File: config.mk
export PLATFORM = sky130hd
export DESIGN_NAME = lpddr_init_seq
export DESIGN_NICKNAME = d
export VERILOG_FILES = /design/src/rtl/lpddr_init_pkg.sv /design/src/rtl/lpddr_init_dcnt.sv /design/src/rtl/lpddr_init_ctl.sv /design/src/rtl/lpddr_init_seq.sv
export SDC_FILE = /design/constraint.sdc
export NUM_CORES = 1
export LEC_CHECK = 0
export BUFFER_PORTS_ARGS = -buffer_cell sky130_fd_sc_hd__clkbuf_2
export CAP_MARGIN = 20
export CORE_MARGIN = 2
export CORE_UTILIZATION = 45
export DETAILED_ROUTE_END_ITERATION = 8
export RECOVER_POWER = 50
export SYNTH_ARGS = -nofsm -noshare
export SYNTH_HDL_FRONTEND = slang
export SYNTH_SLANG_ARGS = --single-unit
export TNS_END_PERCENT = 30
File: constraint.sdc
create_clock -name clk -period 1.25 [get_ports clk]
set_input_delay 0 -clock clk [delete_from_list [all_inputs] [get_ports clk]]
set_output_delay 0 -clock clk [all_outputs]
set_load 0.1 [all_outputs]
File: src/rtl/lpddr_init_pkg.sv
package lpddr_init_pkg;

  typedef enum logic [1:0] {
    CMD_IDLE = 2'd0,
    CMD_NOP  = 2'd1,
    CMD_MRS  = 2'd2,
    CMD_MRR  = 2'd3
  } mem_cmd_e;

  typedef enum logic [3:0] {
    ST_LOCK,
    ST_RESYNC,
    ST_CKE_WAIT,
    ST_NOP,
    ST_T_INIT,
    ST_MRS,
    ST_T_MRW,
    ST_MRR,
    ST_MRR_WAIT,
    ST_DONE,
    ST_ERR
  } seq_state_e;

  // Cycles covering a time interval: ceil(ns * MHz / 1000), at least 1.
  function automatic int unsigned ns_to_cyc(input int unsigned ns, input int unsigned mhz);
    int unsigned c;
    c = (ns * mhz + 999) / 1000;
    return (c == 0) ? 1 : c;
  endfunction

endpackage

File: src/rtl/lpddr_init_dcnt.sv
module lpddr_init_dcnt #(
  parameter int unsigned     W       = 8,
  parameter logic [W-1:0]    RST_VAL = '0
) (
  input  logic         clk,
  input  logic         rst_n,
  input  logic         load,
  input  logic [W-1:0] load_val,
  input  logic         dec,
  output logic         zero
);

  logic [W-1:0] cnt_q;
  logic [W-1:0] cnt_d;
  logic         cnt_en;

  assign zero   = (cnt_q == '0);
  assign cnt_en = load | (dec & ~zero);

  always_comb begin
    cnt_d = cnt_q - 1'b1;
    if (load) cnt_d = load_val;
  end

  always_ff @(posedge clk or negedge rst_n) begin
    if (!rst_n)      cnt_q <= RST_VAL;
    else if (cnt_en) cnt_q <= cnt_d;
  end

endmodule

File: src/rtl/lpddr_init_ctl.sv
module lpddr_init_ctl
  import lpddr_init_pkg::*;
#(
  parameter int unsigned CNT_W         = 8,
  parameter int unsigned CKE_CYC       = 5,
  parameter int unsigned INIT_CYC      = 100,
  parameter int unsigned MRW_CYC       = 50,
  parameter bit          PD_AFTER_INIT = 1'b1
) (
  input  logic             clk,
  input  logic             rst_n,
  input  logic             two_ranks,
  input  logic             dll_locked,
  input  logic             mrr_valid,
  input  logic             mrr_dai_busy,
  input  logic             wait_zero,
  input  logic             tmo_zero,
  output logic             wait_load,
  output logic [CNT_W-1:0] wait_val,
  output logic             wait_dec,
  output logic             tmo_load,
  output logic             tmo_dec,
  output mem_cmd_e         cmd,
  output logic             cke,
  output logic             rank_idx,
  output logic             dll_start,
  output logic             dll_resync,
  output logic             aref_en,
  output logic             pd_en,
  output logic             done,
  output logic             err
);

  localparam logic [CNT_W-1:0] CKE_LD  = CNT_W'(CKE_CYC - 1);
  localparam logic [CNT_W-1:0] INIT_LD = CNT_W'(INIT_CYC - 1);
  localparam logic [CNT_W-1:0] MRW_LD  = CNT_W'(MRW_CYC - 1);

  seq_state_e state_q, state_d;
  logic       rank_q, rank_d;
  logic       cke_q;
  logic       dll_on_q;
  logic       last_rank;

  assign last_rank = ~two_ranks | rank_q;

  // Next-state logic
  always_comb begin
    state_d   = state_q;
    rank_d    = rank_q;
    wait_load = 1'b0;
    wait_val  = '0;
    tmo_load  = 1'b0;
    unique case (state_q)
      ST_LOCK: begin
        if (dll_on_q && dll_locked) state_d = ST_RESYNC;
        else if (dll_on_q && tmo_zero) state_d = ST_ERR;
      end
      ST_RESYNC: begin
        state_d   = ST_CKE_WAIT;
        wait_load = 1'b1;
        wait_val  = CKE_LD;
      end
      ST_CKE_WAIT: if (wait_zero) state_d = ST_NOP;
      ST_NOP: begin
        state_d   = ST_T_INIT;
        wait_load = 1'b1;
        wait_val  = INIT_LD;
      end
      ST_T_INIT: if (wait_zero) state_d = ST_MRS;
      ST_MRS: begin
        state_d   = ST_T_MRW;
        wait_load = 1'b1;
        wait_val  = MRW_LD;
      end
      ST_T_MRW: begin
        if (wait_zero) begin
          state_d  = ST_MRR;
          tmo_load = 1'b1;
        end
      end
      ST_MRR: state_d = tmo_zero ? ST_ERR : ST_MRR_WAIT;
      ST_MRR_WAIT: begin
        if (mrr_valid && !mrr_dai_busy) begin
          if (last_rank) state_d = ST_DONE;
          else begin
            rank_d  = 1'b1;
            state_d = ST_NOP;
          end
        end else if (mrr_valid) state_d = ST_MRR;
        else if (tmo_zero)      state_d = ST_ERR;
      end
      ST_DONE: state_d = ST_DONE;
      ST_ERR:  state_d = ST_ERR;
      default: state_d = ST_ERR;
    endcase
  end

  assign wait_dec = (state_q == ST_CKE_WAIT) | (state_q == ST_T_INIT) | (state_q == ST_T_MRW);
  assign tmo_dec  = (dll_on_q & (state_q == ST_LOCK)) | (state_q == ST_MRR) | (state_q == ST_MRR_WAIT);

  // State registers
  always_ff @(posedge clk or negedge rst_n) begin
    if (!rst_n) begin
      state_q <= ST_LOCK;
      rank_q  <= 1'b0;
    end else begin
      state_q <= state_d;
      rank_q  <= rank_d;
    end
  end

  always_ff @(posedge clk or negedge rst_n) begin
    if (!rst_n)                  cke_q <= 1'b0;
    else if (state_q == ST_NOP)  cke_q <= 1'b1;
  end

  always_ff @(posedge clk or negedge rst_n) begin
    if (!rst_n)         dll_on_q <= 1'b0;
    else if (!dll_on_q) dll_on_q <= 1'b1;
  end

  // Output decode
  always_comb begin
    unique case (state_q)
      ST_NOP:  cmd = CMD_NOP;
      ST_MRS:  cmd = CMD_MRS;
      ST_MRR:  cmd = CMD_MRR;
      default: cmd = CMD_IDLE;
    endcase
  end

  assign cke        = cke_q | (state_q == ST_NOP);
  assign rank_idx   = rank_q;
  assign dll_start  = dll_on_q;
  assign dll_resync = (state_q == ST_RESYNC);
  assign done       = (state_q == ST_DONE);
  assign err        = (state_q == ST_ERR);
  assign aref_en    = done;
  assign pd_en      = done & PD_AFTER_INIT;

endmodule

File: src/rtl/lpddr_init_seq.sv
module lpddr_init_seq
  import lpddr_init_pkg::*;
#(
  parameter int unsigned CLK_MHZ       = 50,
  parameter int unsigned T_CKE_NS      = 100,
  parameter int unsigned T_INIT_NS     = 200000,
  parameter int unsigned T_MRW_NS      = 1000,
  parameter int unsigned TMO_CYC       = 4096,
  parameter bit          PD_AFTER_INIT = 1'b1
) (
  input  logic       clk,
  input  logic       rst_n,
  input  logic       two_ranks,
  input  logic       dll_locked,
  input  logic       mrr_valid,
  input  logic       mrr_dai_busy,
  output logic       cke,
  output logic       rank_idx,
  output logic [1:0] cmd,
  output logic       dll_start,
  output logic       dll_resync,
  output logic       aref_en,
  output logic       pd_en,
  output logic       init_done,
  output logic       init_err
);

  localparam int unsigned CKE_CYC  = ns_to_cyc(T_CKE_NS, CLK_MHZ);
  localparam int unsigned INIT_CYC = ns_to_cyc(T_INIT_NS, CLK_MHZ);
  localparam int unsigned MRW_CYC  = ns_to_cyc(T_MRW_NS, CLK_MHZ);
  localparam int unsigned MAX_CYC  = (INIT_CYC > CKE_CYC)
                                     ? ((INIT_CYC > MRW_CYC) ? INIT_CYC : MRW_CYC)
                                     : ((CKE_CYC > MRW_CYC) ? CKE_CYC : MRW_CYC);
  localparam int unsigned CNT_W    = (MAX_CYC > 1) ? $clog2(MAX_CYC) : 1;
  localparam int unsigned TMO_W    = (TMO_CYC > 2) ? $clog2(TMO_CYC) : 1;
  localparam logic [TMO_W-1:0] TMO_LD = TMO_W'(TMO_CYC - 1);

  generate
    if (CLK_MHZ == 0 || CLK_MHZ > 50) begin : g_bad_clk
      $error("lpddr_init_seq: CLK_MHZ must be in 1..50");
    end
  endgenerate

  // Reset: asynchronous assert, synchronous release
  logic [1:0] rst_sync_q;
  logic       rst_int_n;

  always_ff @(posedge clk or negedge rst_n) begin
    if (!rst_n) rst_sync_q <= 2'b00;
    else        rst_sync_q <= {rst_sync_q[0], 1'b1};
  end
  assign rst_int_n = rst_sync_q[1];

  logic             wait_load, wait_dec, wait_zero;
  logic [CNT_W-1:0] wait_val;
  logic             tmo_load, tmo_dec, tmo_zero;
  mem_cmd_e         cmd_e;

  lpddr_init_dcnt #(.W(CNT_W), .RST_VAL('0)) u_wait (
    .clk      (clk),
    .rst_n    (rst_int_n),
    .load     (wait_load),
    .load_val (wait_val),
    .dec      (wait_dec),
    .zero     (wait_zero)
  );

  lpddr_init_dcnt #(.W(TMO_W), .RST_VAL(TMO_LD)) u_tmo (
    .clk      (clk),
    .rst_n    (rst_int_n),
    .load     (tmo_load),
    .load_val (TMO_LD),
    .dec      (tmo_dec),
    .zero     (tmo_zero)
  );

  lpddr_init_ctl #(
    .CNT_W         (CNT_W),
    .CKE_CYC       (CKE_CYC),
    .INIT_CYC      (INIT_CYC),
    .MRW_CYC       (MRW_CYC),
    .PD_AFTER_INIT (PD_AFTER_INIT)
  ) u_ctl (
    .clk          (clk),
    .rst_n        (rst_int_n),
    .two_ranks    (two_ranks),
    .dll_locked   (dll_locked),
    .mrr_valid    (mrr_valid),
    .mrr_dai_busy (mrr_dai_busy),
    .wait_zero    (wait_zero),
    .tmo_zero     (tmo_zero),
    .wait_load    (wait_load),
    .wait_val     (wait_val),
    .wait_dec     (wait_dec),
    .tmo_load     (tmo_load),
    .tmo_dec      (tmo_dec),
    .cmd          (cmd_e),
    .cke          (cke),
    .rank_idx     (rank_idx),
    .dll_start    (dll_start),
    .dll_resync   (dll_resync),
    .aref_en      (aref_en),
    .pd_en        (pd_en),
    .done         (init_done),
    .err          (init_err)
  );

  assign cmd = cmd_e;

endmodule

==> results.py, run 1 <==
metrics = {
    "yosys": {
        "synthArstFlopShare": 1.000,
        "synth_cell_type_count": 53,
        "netlist_area_sq_um": 2084,
        "synth_edf_count": 0,
        "avgSynthCellArea_sq_um": 9.183,
        "ys_ff_latch": 35,
        "synth_flop_cell": "dfrtp_1",
        "synth_common_cells": "dfrtp_1 (23), nor2_1 (23), nand2_1 (22)",
        "netlist_instances": 227,
        "yosysSeqAreaShare": 0.4274,
        "synth.yosys.warnings": 0,
        "synth_top_cell_by_area": "dfrtp_1",
        "synth_top_area_frac": 0.2761,
        "synth_area_leaders": "dfrtp_1 (28%), dfstp_2 (15%), xnor2_1 (4.2%), nor2_1 (4.1%), nand2_1 (4.0%)",
    },
    "placed_design": {
        "preCtsSetupSlack_ns": -1.015,
        "numPortBuffers": 15,
        "gp_congestion": 0.9180,
        "dp.cells": 366,
        "hpwl_mm": 3.948,
    },
    "die": {
        "ioPinCount": 16,
        "dieArea_sq_um": 5193,
        "initial_core_util": 0.4722,
        "row_count": 24,
        "core_sq_um": 4414,
        "dieWidth_um": 72.06,
        "die-height_um": 72.06,
    },
    "grt": {
        "grt_antenna_before_repair": 0,
        "grt_pass1_vias": 2078,
        "grt_pass1_wl_mm": 9.246,
        "grt_overflow": 0,
        "grt_max_degree": 26,
        "grtUsageTotal": 0.2240,
    },
    "routing": {
        "viasPerCell": 5.432,
        "first_pass_iters": 4,
        "vias": 2075,
        "wire_per_inst_um": 14.83,
        "drcViolationCount": 0,
        "wl_mm": 5.665,
        "ant_nets": 0,
        "drt-initial-drc-count": 134,
    },
    "timing": {
        "fin_crit_ns": 2.236,
        "layout_setup_ws_ns": -0.9857,
        "skew_ns": 0.01047,
        "max_slew_margin": 0.5788,
        "finalSetupViolations": 38,
        "fin_crit_sh": 1.789,
        "rsz0062_at_grt": "true",
        "worst_slew_pin_slew_ns": 0.6318,
        "report.final.slew_viol_count": 0,
        "hold_violations": 0,
        "max_freq_ghz": 0.4473,
    },
    "critical_path": {
        "path_max_fanout": 3,
        "worst_setup_path_start_kind": "flip-flop",
        "cp_slowest_cell": "or4_4",
        "path_cells": "or4_4, or4_4, buf_6, o21ai_4, and2_4, mux2_4",
        "slowest_delay_ns": 0.55,
        "path_buf_inv": 1,
        "crit_arrival_ns": 2.41,
        "setup.worst_path.start": "u_wait.cnt_q[8]$_DFFE_PN0P_",
        "required_ns": 1.43,
        "crit_type": "reg -> reg",
        "cp_common_cell": "or4_4",
        "critPathTopFamily": "simple AND/OR/NAND/NOR gates",
        "rr_startpoint": "u_wait.cnt_q[8]$_DFFE_PN0P_",
        "endpoint_kind": "flip-flop",
    },
    "run_status": {
        "outcome": "finished with violations",
        "violations": "negative setup slack",
    },
    "clock_network": {
        "clk_latency_ns": 0.29,
        "root_buffer": "clkbuf_8",
        "clock_path_buffers": 2,
        "cts_tree": "built",
        "cts.sinks": 35,
        "htreeDepth": 2,
        "clkTransAtPathRegs_ns": 0.08,
        "cts-buffers-inserted": 5,
    },
    "final_layout": {
        "final_nets": 338,
        "area_growth_pct": 61.22,
        "layoutNonFillerInstCount": 382,
        "post-route-util": 0.7613,
        "diodes": 0,
        "layout-drive-gt1-share": 0.5061,
    },
    "power_and_ir_drop": {
        "total_power_uw": 2127,
        "cellLeakagePower_uw": 0.001585,
        "p_per_area_nw_per_um2": 633.0,
        "vdd_drop_max_uv": 709.9,
    },
    "job": {
        "drv_cap": 0,
    },
    "hold_path": {
        "min_path_type": "in -> async",
    },
}
[metal layers]
metal  global-route usage  vias up  routed length (um)
met1               0.3009      993                2489
met5                    0        -                   0
li1                     -     1017                   -
met3              0.05278       10                 232
met4              0.05451        0                 104
met2               0.3670       55                2838
[sequential cells by signal, indices dropped and copies added, names as in the netlist]
| signal | count |
|---|---|
| u_tmo.cnt_q | 12 |
| u_wait.cnt_q | 14 |
| u_ctl.cke_q | 1 |
| u_ctl.rank_idx | 1 |
| u_ctl.dll_start | 1 |
| rst_sync_q | 2 |
| u_ctl.state_q | 4 |
[per-stage QoR]
step	TNS (ns)	hold slack, ns	cell area [sq um]
global route	-29.43	0.03271	3361
finish	-27.08	0.03224	3361
floorplan	-25.28	-0.2956	2177
CTS	-27.34	0.02096	3249
detailed placement	-24.28	-0.2065	2975
global placement	-23.12	-0.2136	2975
[worst register-to-register path, cell delays in order, from the launching register on]
cell and delay, ns:
dfrtp_1 0.38, or4_4 0.55, or4_4 0.45, buf_6 0.14
o21ai_4 0.14, and2_4 0.18, mux2_4 0.30
[cell usage in the layout, fill, tap and decap left out, types with 4 or more instances in the layout]
cell type	n
xnor2_1	9
nand3_1	7
nand2_1	14
nor2_1	17
nor3b_1	4
buf_6	11
xor2_1	7
o211ai_1	5
a21oi_1	5
nor3_1	8
buf_4	76
or4_4	4
nor2_4	6
clkbuf_2	5
buf_12	10
nand2_2	5
dfrtp_1	21
clkbuf_8	7
nand2b_1	5
nand2b_4	4
inv_1	6
dfstp_2	12
[cells by family after synthesis]
| kind of cell | share of synthesized area |
|---|---|
| compound gates | 0.1501 |
| xor+xnor | 0.07143 |
| fa+ha+maj | 0.01801 |
| buf+inv | 0.03961 |
| flops | 0.4274 |
| mux | 0.01561 |
| other cells | 0.001799 |
| simple gates | 0.2761 |
[repair_timing]
action,CTS,global route
setup buffers,4,2
hold buffers,2,0
endpoints found under the setup margin,40,40
cloned,0,0
resized for setup,28,31
endpoints found under the hold margin,3,0
pin swaps,4,8
[path summary, 6_finish.rpt]
check	end	slack (ns)	cells past startpoint
setup / recovery	u_ctl.state_q[1]$_DFFE_PN0P_	-0.99	6
hold / removal	rst_sync_q[0]$_DFF_PN0_	0.03	2
setup reg to reg	u_ctl.state_q[1]$_DFFE_PN0P_	-0.99	6
hold reg to reg	u_wait.cnt_q[12]$_DFFE_PN0P_	0.36	1
max in group asynchronous	u_ctl.state_q[3]$_DFFE_PN0P_	0.44	1
min in group clk	u_ctl.state_q[0]$_DFFE_PN0P_	0.13	3
[cell type report]
| class | instances | area [sq um] |
|---|---|---|
| Clock buffer | 8 | 100.1 |
| Timing Repair Buffer | 106 | 947.2 |
| Sequential cell | 35 | 893.4 |
| Fill cell | 309 | 1054 |
| Inverter | 6 | 22.52 |
| Multi-Input combinational cell | 175 | 1333 |
| Tap cell | 52 | 65.06 |
[power breakdown]
| group | total [uW] | switching, uW | internal, uW |
|---|---|---|---|
| logic | 67.0 | 47.0 | 20.0 |
| registers | 1140 | 3.97 | 1140 |
| clock network | 917 | 414 | 503 |
| total | 2130 | 465 | 1660 |
No activity file was read; power rests on OpenSTA's default activity.
==> run 2, diff against run 1 <==
--- a/config.mk
+++ b/config.mk
@@ -11,6 +11,7 @@
 export CORE_UTILIZATION = 45
 export DETAILED_ROUTE_END_ITERATION = 8
 export RECOVER_POWER = 50
+export SETUP_SLACK_MARGIN = 0.5
 export SYNTH_ARGS = -nofsm -noshare
 export SYNTH_HDL_FRONTEND = slang
 export SYNTH_SLANG_ARGS = --single-unit
==> run 2 against run 1 <==
  * The run still ends with negative setup slack left
  * Register-to-register slack better by 0.03 ns
  * Clock power down 6.4%
  * Clock skew up 0.00086 ns
  * Routed wire length up 3.6%
  * Combinational power up 6.6%
  * Total power down 2.6%
  * Sequential power about the same
  * Cell area up 0.37%
  * Count of clock-buffer cells in the layout down 1
  * Critical path depth down 1
  * Critical endpoint is now u_tmo.cnt_q[10]$_DFFE_PN1P_
==> results.py, run 2 (synthesized netlist as in run 1, its figures left out) <==
metrics = {
    "run_status": {
        "outcome": "finished with violations",
        "violations": "negative setup slack",
    },
    "final_layout": {
        "layoutNonFillerInstCount": 381,
        "layout-drive-gt1-share": 0.4954,
        "top_register": "u_wait.cnt_q",
        "area_growth_pct": 61.82,
        "final_nets": 337,
        "reg_top3": "u_wait.cnt_q: 14 flops, u_tmo.cnt_q: 12 flops, u_ctl.state_q: 4 flops",
        "layout_common_cells": "buf_4 (71), dfrtp_1 (22), nor2_1 (17), nand2_1 (17), buf_6 (14)",
        "post-route-util": 0.7642,
        "final_common_cell": "buf_4",
        "largest_register_ffs": 14,
        "diodes": 0,
    },
    "timing": {
        "fin_crit_ns": 2.201,
        "skew_ns": 0.01133,
        "max_freq_ghz": 0.4544,
        "fin_crit_sh": 1.761,
        "report.final.slew_viol_count": 0,
        "worst_slew_pin_slew_ns": 0.6154,
        "whs_ns": 0.01826,
        "finalSetupViolations": 38,
        "max_slew_margin": 0.5897,
        "rsz0062_at_grt": "true",
        "hold_violations": 0,
        "layout_setup_ws_ns": -0.9508,
    },
    "power_and_ir_drop": {
        "p_per_area_nw_per_um2": 614.2,
        "total_power_uw": 2072,
        "vdd_drop_max_uv": 648.2,
        "cellLeakagePower_uw": 0.001572,
    },
    "critical_path": {
        "rr_startpoint": "u_wait.cnt_q[8]$_DFFE_PN0P_",
        "ff2ff_path_depth": 5,
        "crit_type": "reg -> reg",
        "crit_arrival_ns": 2.43,
        "r2r_end": "u_tmo.cnt_q[10]$_DFFE_PN1P_",
        "r2r_slack_ns": -0.95,
        "path_max_fanout": 6,
        "setup.worst_path.start": "u_wait.cnt_q[8]$_DFFE_PN0P_",
        "worst_setup_path_start_kind": "flip-flop",
        "crit_end": "u_tmo.cnt_q[10]$_DFFE_PN1P_",
        "required_ns": 1.48,
        "endpoint_kind": "flip-flop",
    },
    "grt": {
        "grt_pass1_vias": 2129,
        "grt_max_degree": 22,
        "grtUsageTotal": 0.2352,
        "grt_antenna_before_repair": 0,
        "grt_overflow": 0,
        "grt_pass1_wl_mm": 9.570,
    },
    "die": {
        "ioPinCount": 16,
        "row_count": 24,
        "die-height_um": 72.06,
        "dieWidth_um": 72.06,
        "dieArea_sq_um": 5193,
        "initial_core_util": 0.4722,
        "core_sq_um": 4414,
    },
    "clock_network": {
        "cts.sinks": 35,
        "cts_tree": "built",
        "clkTransAtPathRegs_ns": 0.07,
        "clk_latency_ns": 0.29,
        "clock_path_buffers": 2,
        "root_buffer": "clkbuf_8",
        "cts-buffers-inserted": 5,
        "htreeDepth": 2,
    },
    "hold_path": {
        "min_path_type": "in -> async",
    },
    "routing": {
        "wire_per_inst_um": 15.40,
        "first_pass_iters": 4,
        "drcViolationCount": 0,
        "vias": 2103,
        "drt-initial-drc-count": 112,
        "ant_nets": 0,
        "viasPerCell": 5.520,
        "wl_mm": 5.868,
    },
    "placed_design": {
        "gp_congestion": 0.8712,
        "hpwl_mm": 4.016,
        "numPortBuffers": 15,
        "dp.cells": 368,
    },
    "job": {
        "drv_cap": 0,
    },
}
==> run 2: changes by cell type in the layout (fill, tap and decap cells not counted), moves of 2 or more <==
cell and delta:
nand2_1 +3, buf_4 -5, buf_6 +3, nand2_4 -2
o21ai_1 +2
==> run 2: layer usage <==
layer,vias up,wire (um),track usage
met3,11,249,0.04861
met5,-,0,0
met4,0,92,0.06499
met2,52,2887,0.3904
met1,1020,2639,0.3120
li1,1020,-,-
==> run 2: stage by stage <==
| step | area, sq um | worst slack, ns | TNS (ns) |
|---|---|---|---|
| floorplan | 2215 | -0.9273 | -23.39 |
| global placement | 3000 | -0.9773 | -23.20 |
| detailed placement | 3000 | -0.9671 | -24.25 |
| CTS | 3291 | -0.9841 | -25.52 |
| global route | 3373 | -1.003 | -28.41 |
| finish | 3373 | -0.9508 | -26.14 |
==> run 2: final cells by class <==
cell class	count	area, sq um
multi-input combinational	176	1359
fill	293	1041
timing repair buffer	104	943.4
sequential	35	892.1
clock buffer	7	86.33
tap	52	65.06
inverter	6	22.52
clock inverter	1	5.005
==> run 2: worst min-delay path by stage <==
stage / startpoint / endpoint / cells after the start
global placement: rst_n / rst_sync_q[0]$_DFF_PN0_ / 1
CTS: rst_n / rst_sync_q[0]$_DFF_PN0_ / 2
floorplan: rst_n / rst_sync_q[0]$_DFF_PN0_ / 0
finish: rst_n / rst_sync_q[0]$_DFF_PN0_ / 2
global route: rst_n / rst_sync_q[1]$_DFF_PN0_ / 2
detailed placement: rst_n / rst_sync_q[0]$_DFF_PN0_ / 1
==> run 2: repair_timing <==
| item | CTS | global route |
|---|---|---|
| cloned | 1 | 0 |
| hold buffers | 2 | 0 |
| buffers inserted | 1 | 1 |
| endpoints found under the setup margin | 42 | 42 |
| pin swaps | 9 | 12 |
| resized for setup | 43 | 20 |
| endpoints found under the hold margin | 3 | 0 |
==> run 2: power breakdown <==
group          total, uW  internal [uW]  switching [uW]
combinational       71.4           25.4            46.0
sequential          1140           1140            3.75
clock                858            445             413
total               2070           1610             463
==> run 2: critical path: stages (launching register included) <==
cell and delay (ns):
dfrtp_1 0.38, or4_4 0.54, or4_4 0.48, or4_4 0.56
o31a_1 0.13, nand2_1 0.06
